**config.mk**
```make
export PLATFORM = sky130hd
export DESIGN_NAME = hsm_mul
export DESIGN_NICKNAME = d
export VERILOG_FILES = /design/src/rtl/hsm_pkg.sv /design/src/rtl/hsm_leaf_mul.sv /design/src/rtl/hsm_merge.sv /design/src/rtl/hsm_core.sv /design/src/rtl/hsm_mul.sv
export SDC_FILE = /design/constraint.sdc
export NUM_CORES = 1
export LEC_CHECK = 0
export BUFFER_PORTS_ARGS = -buffer_cell sky130_fd_sc_hd__buf_2
export CAP_MARGIN = 40
export CORE_ASPECT_RATIO = 1.2
export CORE_UTILIZATION = 65
export CTS_CLUSTER_SIZE = 8
export DETAILED_ROUTE_END_ITERATION = 8
export PLACE_DENSITY_LB_ADDON = 0.15
export SLEW_MARGIN = 20
export SYNTH_ARGS = -nofsm -noshare
export SYNTH_HDL_FRONTEND = slang
export SYNTH_SLANG_ARGS = --single-unit
```
**constraint.sdc**
```tcl
create_clock -name clk -period 1 [get_ports clk]
set_input_delay 0.05 -clock clk [delete_from_list [all_inputs] [get_ports clk]]
set_output_delay 0.05 -clock clk [all_outputs]
set_load 0.01 [all_outputs]
```
**src/rtl/hsm_pkg.sv**
```systemverilog
package hsm_pkg;
   // width at which the recursion stops and the product is formed from gates
   localparam int LEAF_W = 2;

   function automatic bit width_ok(input int w);
      return (w >= LEAF_W) && ((w & (w - 1)) == 0);
   endfunction
endpackage

```
**src/rtl/hsm_leaf_mul.sv**
```systemverilog
// 2x2 unsigned product from gates
module hsm_leaf_mul (
   input  logic [1:0] x,
   input  logic [1:0] y,
   output logic [3:0] p
);
   logic pp10, pp01, pp11, c1;

   always_comb begin
      pp10 = x[1] & y[0];
      pp01 = x[0] & y[1];
      pp11 = x[1] & y[1];
      c1   = pp10 & pp01;
      p[0] = x[0] & y[0];
      p[1] = pp10 ^ pp01;
      p[2] = pp11 ^ c1;
      p[3] = pp11 & c1;
   end
endmodule

```
**src/rtl/hsm_merge.sv**
```systemverilog
// Merges four W-bit sub-products of W/2-bit halves into one 2W-bit product
module hsm_merge #(
   parameter int W = 4
) (
   input  logic [W-1:0]   p_ll,
   input  logic [W-1:0]   p_lh,
   input  logic [W-1:0]   p_hl,
   input  logic [W-1:0]   p_hh,
   output logic [2*W-1:0] p
);
   localparam int HW = W / 2;
   localparam int SW = W + 1 + HW;   // width of shifted middle term

   logic [W:0]    mid_sum;
   logic [SW-1:0] mid_shift;
   logic [W-1:0]  mid_lo;
   logic [W-1:0]  mid_hi;
   logic [W:0]    lo_sum;
   logic [W-1:0]  hi_sum;

   always_comb begin
      mid_sum   = {1'b0, p_lh} + {1'b0, p_hl};
      mid_shift = {mid_sum, {HW{1'b0}}};
      mid_lo    = mid_shift[W-1:0];
      mid_hi    = {{(W - (SW - W)){1'b0}}, mid_shift[SW-1:W]};
      lo_sum    = {1'b0, p_ll} + {1'b0, mid_lo};
      hi_sum    = p_hh + mid_hi + {{(W-1){1'b0}}, lo_sum[W]};
      p         = {hi_sum, lo_sum[W-1:0]};
   end
endmodule

```
**src/rtl/hsm_core.sv**
```systemverilog
// Recursive combinational multiplier core
module hsm_core #(
   parameter int W = 4
) (
   input  logic [W-1:0]   x,
   input  logic [W-1:0]   y,
   output logic [2*W-1:0] p
);
   localparam int HW = W / 2;

   generate
      if (W == hsm_pkg::LEAF_W) begin : g_leaf
         hsm_leaf_mul u_leaf (.x(x), .y(y), .p(p));
      end else begin : g_split
         logic [W-1:0] s_ll, s_lh, s_hl, s_hh;

         hsm_core #(.W(HW)) u_ll (.x(x[HW-1:0]), .y(y[HW-1:0]), .p(s_ll));
         hsm_core #(.W(HW)) u_lh (.x(x[HW-1:0]), .y(y[W-1:HW]), .p(s_lh));
         hsm_core #(.W(HW)) u_hl (.x(x[W-1:HW]), .y(y[HW-1:0]), .p(s_hl));
         hsm_core #(.W(HW)) u_hh (.x(x[W-1:HW]), .y(y[W-1:HW]), .p(s_hh));

         hsm_merge #(.W(W)) u_merge (
            .p_ll(s_ll), .p_lh(s_lh), .p_hl(s_hl), .p_hh(s_hh), .p(p)
         );
      end
   endgenerate
endmodule

```
**src/rtl/hsm_mul.sv**
```systemverilog
module hsm_mul #(
   parameter int N       = 16,
   parameter bit OUT_REG = 1'b1
) (
   input  logic           clk,
   input  logic           rst_n,
   input  logic [N-1:0]   a_in,
   input  logic [N-1:0]   b_in,
   output logic [2*N-1:0] prod_out
);
   localparam int PW = 2 * N;

   // legal widths only
   generate
      if (!hsm_pkg::width_ok(N)) begin : g_bad_width
         $error("hsm_mul: N must be a power of two and at least 2");
      end
   endgenerate

   logic [PW-1:0] prod_c;

   hsm_core #(.W(N)) u_core (.x(a_in), .y(b_in), .p(prod_c));

   generate
      if (OUT_REG) begin : g_reg
         always_ff @(posedge clk or negedge rst_n) begin
            if (!rst_n) prod_out <= '0;
            else        prod_out <= prod_c;
         end
      end else begin : g_comb
         assign prod_out = prod_c;
      end
   endgenerate
endmodule

```
==> results of run 1 <==
==> cells in the final DEF (no fill, tap or decap), drive strengths merged, types with 2 or more instances in the layout <==
cell type,count
ha,336
buf,317
and2,246
inv,176
xnor2,109
a21o,94
a21oi,86
fa,84
xor2,42
nor2,38
nand2,35
dfrtp,32
o21ai,22
o21bai,12
nor3,9
o21a,8
a211oi,8
clkbuf,8
nand2b,7
nor2b,7
o211ai,3
a31oi,3
nand3,3
o31ai,2
a21boi,2
o41ai,2
==> per-layer routing <==
metal | global-route usage | vias to the layer above | part of all wire
met5 | 0 | - | 0
met4 | 0.208 | 0 | 0.079
met3 | 0.0375 | 198 | 0.041
met2 | 0.679 | 399 | 0.52
met1 | 0.358 | 5450 | 0.36
li1 | - | 5263 | -
==> area by class of cell <==
cell class                 instances  area, µm²
sequential                        32        801
tap                              256        320
multi-input combinational       1167      11700
inverter                         176        661
fill                            1015       2720
timing repair buffer             318       2410
clock buffer                       8        146
==> critical path, delay by kind of cell <==
family | cells | cell delay [ns]
compound gates | 9 | 1.64
buf+inv | 7 | 0.56
fa+ha+maj | 10 | 3.66
simple gates | 4 | 0.40
xor+xnor | 3 | 0.43
==> cells by family after synthesis <==
| group | after synthesis | share of synthesized area |
|---|---|---|
| XOR/XNOR | 151 | 0.107 |
| adder cells (fa/ha/maj) | 420 | 0.474 |
| buffers and inverters | 208 | 0.0629 |
| AO/OA/AOI/OAI | 247 | 0.130 |
| AND/OR/NAND/NOR | 349 | 0.161 |
| flip-flops | 32 | 0.0645 |
==> through the flow <==
step,TNS (ns),hold slack [ns],instance area (µm²)
final,-120.55,0.0557,16100
after detailed placement,-130.12,0.0958,14700
after floorplan,-115.71,-0.246,12600
after global placement,-126.37,0.0863,14700
after CTS,-117.27,0.0592,15400
after global routing,-125.48,0.0593,16100
==> path summary, 6_finish.rpt <==
path,start,to,slack [ns],cells past startpoint
worst max-delay path,a_in[2],prod_out[27]$_DFF_PN0_,-5.59,33
worst min-delay path,a_in[0],prod_out[0]$_DFF_PN0_,0.06,2
max in group asynchronous,rst_n,prod_out[28]$_DFF_PN0_,0.32,3
min in group asynchronous,rst_n,prod_out[5]$_DFF_PN0_,0.35,3
==> timing repair <==
action | CTS | global route
hold buffers | 1 | 0
endpoints found under the setup margin | 30 | 30
pin swaps | 53 | 89
setup buffers | 23 | 25
resized for setup | 81 | 96
hold endpoints to repair | 32 | 0
==> results.yml, run 1 <==
run_status:
  outcome: "complete, but fails checks"
  violations: "setup timing"
clock_tree:
  cts_max_path_buffers: 2
  cts_made_buffers: 5
  cts_root_buf: "clkbuf_16"
  clk_pin_slew_ns: 0.06
  cts_tree: "built"
  htree_num_levels: 2
  clock_sink_count: 32
floorplanning:
  rows: 55
  initial_core_util: 0.660
  core_um2: 18800
  dieArea_um2: 19600
  fp.dieH_um: 153
  ios: 66
  die_w_um: 128
worst_setup_path:
  max_stage_delay_ns: 0.52
  slowest_stage: "fa_1"
  end_kind: "flip-flop"
  worstPathArrival_ns: 6.77
  critPathKind: "in2reg"
  cp-start-kind: "primary input"
  crit_required_ns: 1.17
  critPathMostFrequentCell: "fa_2"
  path_max_fanout: 7
yosys:
  synthCells: 1407
  ys_seq_area_frac: 0.0645
  netlist.area_leader.share: 0.339
  avgSynthCellArea_um2: 8.82
  yosys.area.top_type: "ha_1"
  ys_ff_latch: 32
  synthTopCellsByCount: "ha_1 (336), and2_1 (246), inv_1 (176)"
  ys_warn_count: 0
  syn-cell-area_um2: 12400
  ys.flop_type: "dfrtp_1"
  ys_types: 38
  synth_nets: 1861
  synth_edf_count: 0
  ys_async_sr_fraction: 1.00
  synth_most_common_cell: "ha_1"
  yosys-top-cells-area: "ha_1 (34%), fa_1 (14%), and2_1 (12%), xnor2_1 (7.6%), dfrtp_1 (6.5%)"
job:
  maxCapViolCount: 0
layout:
  final_util: 0.855
  largest_reg_flops: 32
  finalNonFillerCells: 1957
  synthToLayoutAreaGrowth_pct: 29.5
  regMostFlops: "prod_out"
  n_antenna_cell: 0
  nets: 2154
  top_regs: "prod_out (32)"
  drive_above_1_share: 0.290
routing:
  totalWireLength_um: 36700
  first_pass_iters: 8
  routedWlPerCell_um: 18.8
  routed_via_density: 5.78
  vias: 11300
  drc: 0
  postRouteAntennaNets: 0
  drt_iter0_drc: 583
timing:
  slew_violations: 0
  finalHoldViolations: 0
  worst_pin_slew_ns: 0.430
  worst_slew_margin_rel: 0.714
  setup_ws_ns: -5.59
  period_share: 6.59
  rsz0062_at_grt: "yes"
  fmax_mhz: 152
  period_minus_slack_ns: 6.59
  setup_violations: 29
grt:
  grt_max_degree: 33
  grt_pass1_wl_um: 55000
  overflow: 0
  grt_pass1_vias: 12200
  antenna_found_initial: 0
  grt_usage: 0.352
placement:
  dp_hpwl_um: 26700
  port_buffers: 65
  placedCellCount: 1905
  place.gp.congestion: 0.875
  preCtsSetupSlack_ns: -5.90
hold_path:
  hp-class: "in2reg"
Power of run 1 is not shown: default switching activity piles up to over one toggle a cycle in this logic, so the estimate is an artifact.
==> run 2, diff against run 1 <==
ABC_AREA = 1   (was not set)
==> run 2 against run 1 <==
The run now fails in global routing. Area after synthesis rose by 7.7%. Synthesized cell count increased by 36%.
==> results.yml, run 2 <==
run_status:
  outcome: "stopped before the end"
  haltStage: "global routing"
  tool.error: "[ERROR GRT-0232] Routing congestion too high. Check the congestion heatmap in the GUI."
floorplanning:
  die_w_um: 133
  fp.dieH_um: 159
  ios: 66
  rows: 57
  initial_core_util: 0.662
clock_tree:
  cts_max_path_buffers: 2
  htree_num_levels: 2
  cts_made_buffers: 5
  cts_root_buf: "clkbuf_16"
  clock_sink_count: 32
placement:
  port_buffers: 65
  dpl_cell_area_um2: 16600
  dp_hpwl_um: 31200
  place.gp.congestion: 0.955
  placedCellCount: 2474
yosys:
  ys_types: 25
  netlist.area_leader.share: 0.315
  ys.flop_type: "dfrtp_1"
  syn-cell-area_um2: 13400
  synthTopCellsByCount: "inv_1 (494), nand2_1 (431), ha_1 (336)"
  synth_nets: 2366
  ys_async_sr_fraction: 1.00
  synthCells: 1912
  avgSynthCellArea_um2: 6.99
  synth_most_common_cell: "inv_1"
  ys_ff_latch: 32
  ys_seq_area_frac: 0.0599
  ys_warn_count: 0
  synth_edf_count: 0
  yosys-top-cells-area: "ha_1 (31%), inv_1 (14%), fa_1 (13%), nand2_1 (12%), xor2_1 (6.4%)"
  yosys.area.top_type: "ha_1"
timing:
  worst_endpoint: "prod_out[24]$_DFF_PN0_/D"
  worstEpCategory: "register data pin"
grt:
  grt_usage: 0.836
  overflow: 338
  grt_max_degree: 33
run 2: logic make-up after synthesis:
logic type                 after synthesis  share of synthesized area
AOI/OAI and AO/OA                      187                     0.0755
adders and majority gates              420                      0.440
DFF                                     32                     0.0599
xor gates and xnor gates               140                     0.0923
buffers and inverters                  558                      0.157
and+or+nand+nor                        575                      0.175
run 2: layer usage:
| layer | track usage | GRT overflow |
|---|---|---|
| met1 | 0.802 | 2 |
| met2 | 1.01 | 207 |
| met3 | 0.692 | 7 |
| met4 | 0.889 | 120 |
| met5 | 0.329 | 2 |
run 2: through the flow:
| stage | setup slack [ns] | setup TNS [ns] | utilization |
|---|---|---|---|
| 2_1_floorplan | -4.97 | -111.43 | - |
| 3_5_place_dp | -5.41 | -125.37 | 0.824 |
| 4_1_cts | -4.83 | -110.20 | 0.887 |
| 3_3_place_gp | -5.22 | -121.61 | 0.824 |
run 2: what timing repair did:
item | 4_1_cts
setup endpoints to repair | 30
gates resized for setup | 226
pin swaps | 117
endpoints found under the hold margin | 32
buffers inserted | 37
hold buffers | 1
==> run 3, diff against run 2 <==
CORE_ASPECT_RATIO = not set   (was 1.2)
CORE_UTILIZATION = 40   (was 65)
CTS_CLUSTER_SIZE = not set   (was 8)
==> run 3 against run 2 <==
The flow now finishes, with violations (setup timing). Area after synthesis unchanged. Synthesized cell count unchanged.
==> results.yml, run 3 <==
layout:
  drive_above_1_share: 0.302
  final_cell_mix: "inv_1 (452), nand2_1 (384), buf_4 (276), ha_1 (274), a21oi_1 (87)"
  top_regs: "prod_out (32)"
  fillers: 3133
  seq_area_um2: 801
  final_common_cell: "inv_1"
  synthToLayoutAreaGrowth_pct: 37.9
  nets: 2687
  n_antenna_cell: 0
  multi_input_area_um2: 12000
  fin_area_um2: 18400
  largest_reg_flops: 32
  regMostFlops: "prod_out"
timing:
  period_minus_slack_ns: 5.80
  worst_slew_margin_rel: 0.748
  fmax_mhz: 172
  hold-worst-slack_ns: 0.207
  slew_violations: 0
  worst_pin_slew_ns: 0.377
  rsz0062_at_grt: "yes"
  setup_violations: 30
  setup_ws_ns: -4.80
  finalHoldViolations: 0
  period_share: 5.80
worst_setup_path:
  startpoint: "a_in[8]"
  critPathMostFrequentCell: "fa_2"
  path_delay_family: "adder cells"
  end_kind: "flip-flop"
  critPathKind: "in2reg"
  path_max_fanout: 5
  worstPathArrival_ns: 6.00
  critPathCapture: "prod_out[28]$_DFF_PN0_"
  max_stage_delay_ns: 0.46
  slowest_stage: "fa_1"
  crit_required_ns: 1.20
  path_depth: 34
  cp-start-kind: "primary input"
  path_buf_inv: 5
clock_tree:
  cts_made_buffers: 5
  cts_root_buf: "clkbuf_16"
  clk_pin_slew_ns: 0.05
  cts_tree: "built"
  htree_num_levels: 2
  cts_max_path_buffers: 2
  clock_sink_count: 32
yosys:
  ys_warn_count: 0
  ys_types: 25
  synth_most_common_cell: "inv_1"
  ys_ff_latch: 32
  synth_nets: 2366
  synth_edf_count: 0
  yosys-top-cells-area: "ha_1 (31%), inv_1 (14%), fa_1 (13%), nand2_1 (12%), xor2_1 (6.4%)"
  synthTopCellsByCount: "inv_1 (494), nand2_1 (431), ha_1 (336)"
  synthCells: 1912
  ys.flop_type: "dfrtp_1"
  ys_async_sr_fraction: 1.00
  syn-cell-area_um2: 13400
  netlist.area_leader.share: 0.315
  avgSynthCellArea_um2: 6.99
  yosys.area.top_type: "ha_1"
  ys_seq_area_frac: 0.0599
routing:
  first_pass_iters: 7
  totalWireLength_um: 36000
  routedWlPerCell_um: 13.5
  drc: 0
  vias: 12300
  routed_via_density: 4.59
  postRouteAntennaNets: 0
  drt_iter0_drc: 452
grt:
  grt_pass1_vias: 12800
  overflow: 0
  grt_max_degree: 33
  grt_pass1_wl_um: 60600
  grt_usage: 0.220
  antenna_found_initial: 0
placement:
  dpl_cell_area_um2: 16600
  preCtsSetupSlack_ns: -5.31
  dp_hpwl_um: 30700
  port_buffers: 65
  place.gp.congestion: 0.842
floorplanning:
  fp.dieH_um: 185
  dieArea_um2: 34100
  ios: 66
  core_um2: 32700
  die_w_um: 185
  initial_core_util: 0.409
  rows: 66
hold_path:
  hp-class: "in2reg"
run_status:
  outcome: "complete, but fails checks"
  violations: "setup timing"
job:
  maxCapViolCount: 0
-- run 3: cell type report --
type | instances | area share
inverter | 494 | 0.101
tap | 442 | 0.0300
sequential | 32 | 0.0435
clock buffer | 7 | 0.00829
timing repair buffer | 378 | 0.167
multi-input combinational | 1322 | 0.649
clock inverter | 1 | 0.00163
-- run 3: worst min path at each step --
stage | startpoint | end | slack, ns | cells after the start
after floorplan | rst_n | prod_out[0]$_DFF_PN0_ | -0.25 | 0
after global placement | rst_n | prod_out[6]$_DFF_PN0_ | 0.08 | 2
after detailed placement | rst_n | prod_out[4]$_DFF_PN0_ | 0.08 | 2
after CTS | b_in[0] | prod_out[0]$_DFF_PN0_ | 0.21 | 4
after global routing | b_in[0] | prod_out[0]$_DFF_PN0_ | 0.23 | 4
final | b_in[0] | prod_out[0]$_DFF_PN0_ | 0.21 | 4
-- run 3: routing by layer --
layer  vias up  global-route usage  routed length, µm  part of all wire
li1       6497                   -                  -                 -
met1      5580               0.294              17400              0.48
met2       167               0.380              16600              0.46
met3        51              0.0106                907             0.025
met4         0              0.0691               1100             0.031
met5         -                   0                  0                 0
-- run 3: stage by stage --
step            util  instances  TNS [ns]
5_1_grt        0.563       2676   -115.17
4_1_cts        0.546       2662   -106.57
2_1_floorplan      -       1912   -111.43
3_3_place_gp   0.509       2628   -121.74
6_report       0.563       2676   -108.17
3_5_place_dp   0.509       2628   -122.86
-- run 3: what timing repair did --
action                                 CTS  global route
setup buffers                           29            17
pin swaps                              102            86
gates cloned                             1             0
setup endpoints to repair               30            30
hold buffers                             1             0
endpoints found under the hold margin   32             0
resized for setup                      199           106
-- run 3: logic make-up (layout without fill, tap and decap cells) --
kind of cell / after synthesis / count (layout) / share of synthesized area
simple gates: 575 / 575 / 0.175
buf+inv: 558 / 880 / 0.157
fa+ha+maj: 420 / 420 / 0.440
compound gates: 187 / 187 / 0.0755
xor+xnor: 140 / 140 / 0.0923
flops: 32 / 32 / 0.0599
Power of run 3 is left out for the same reason.
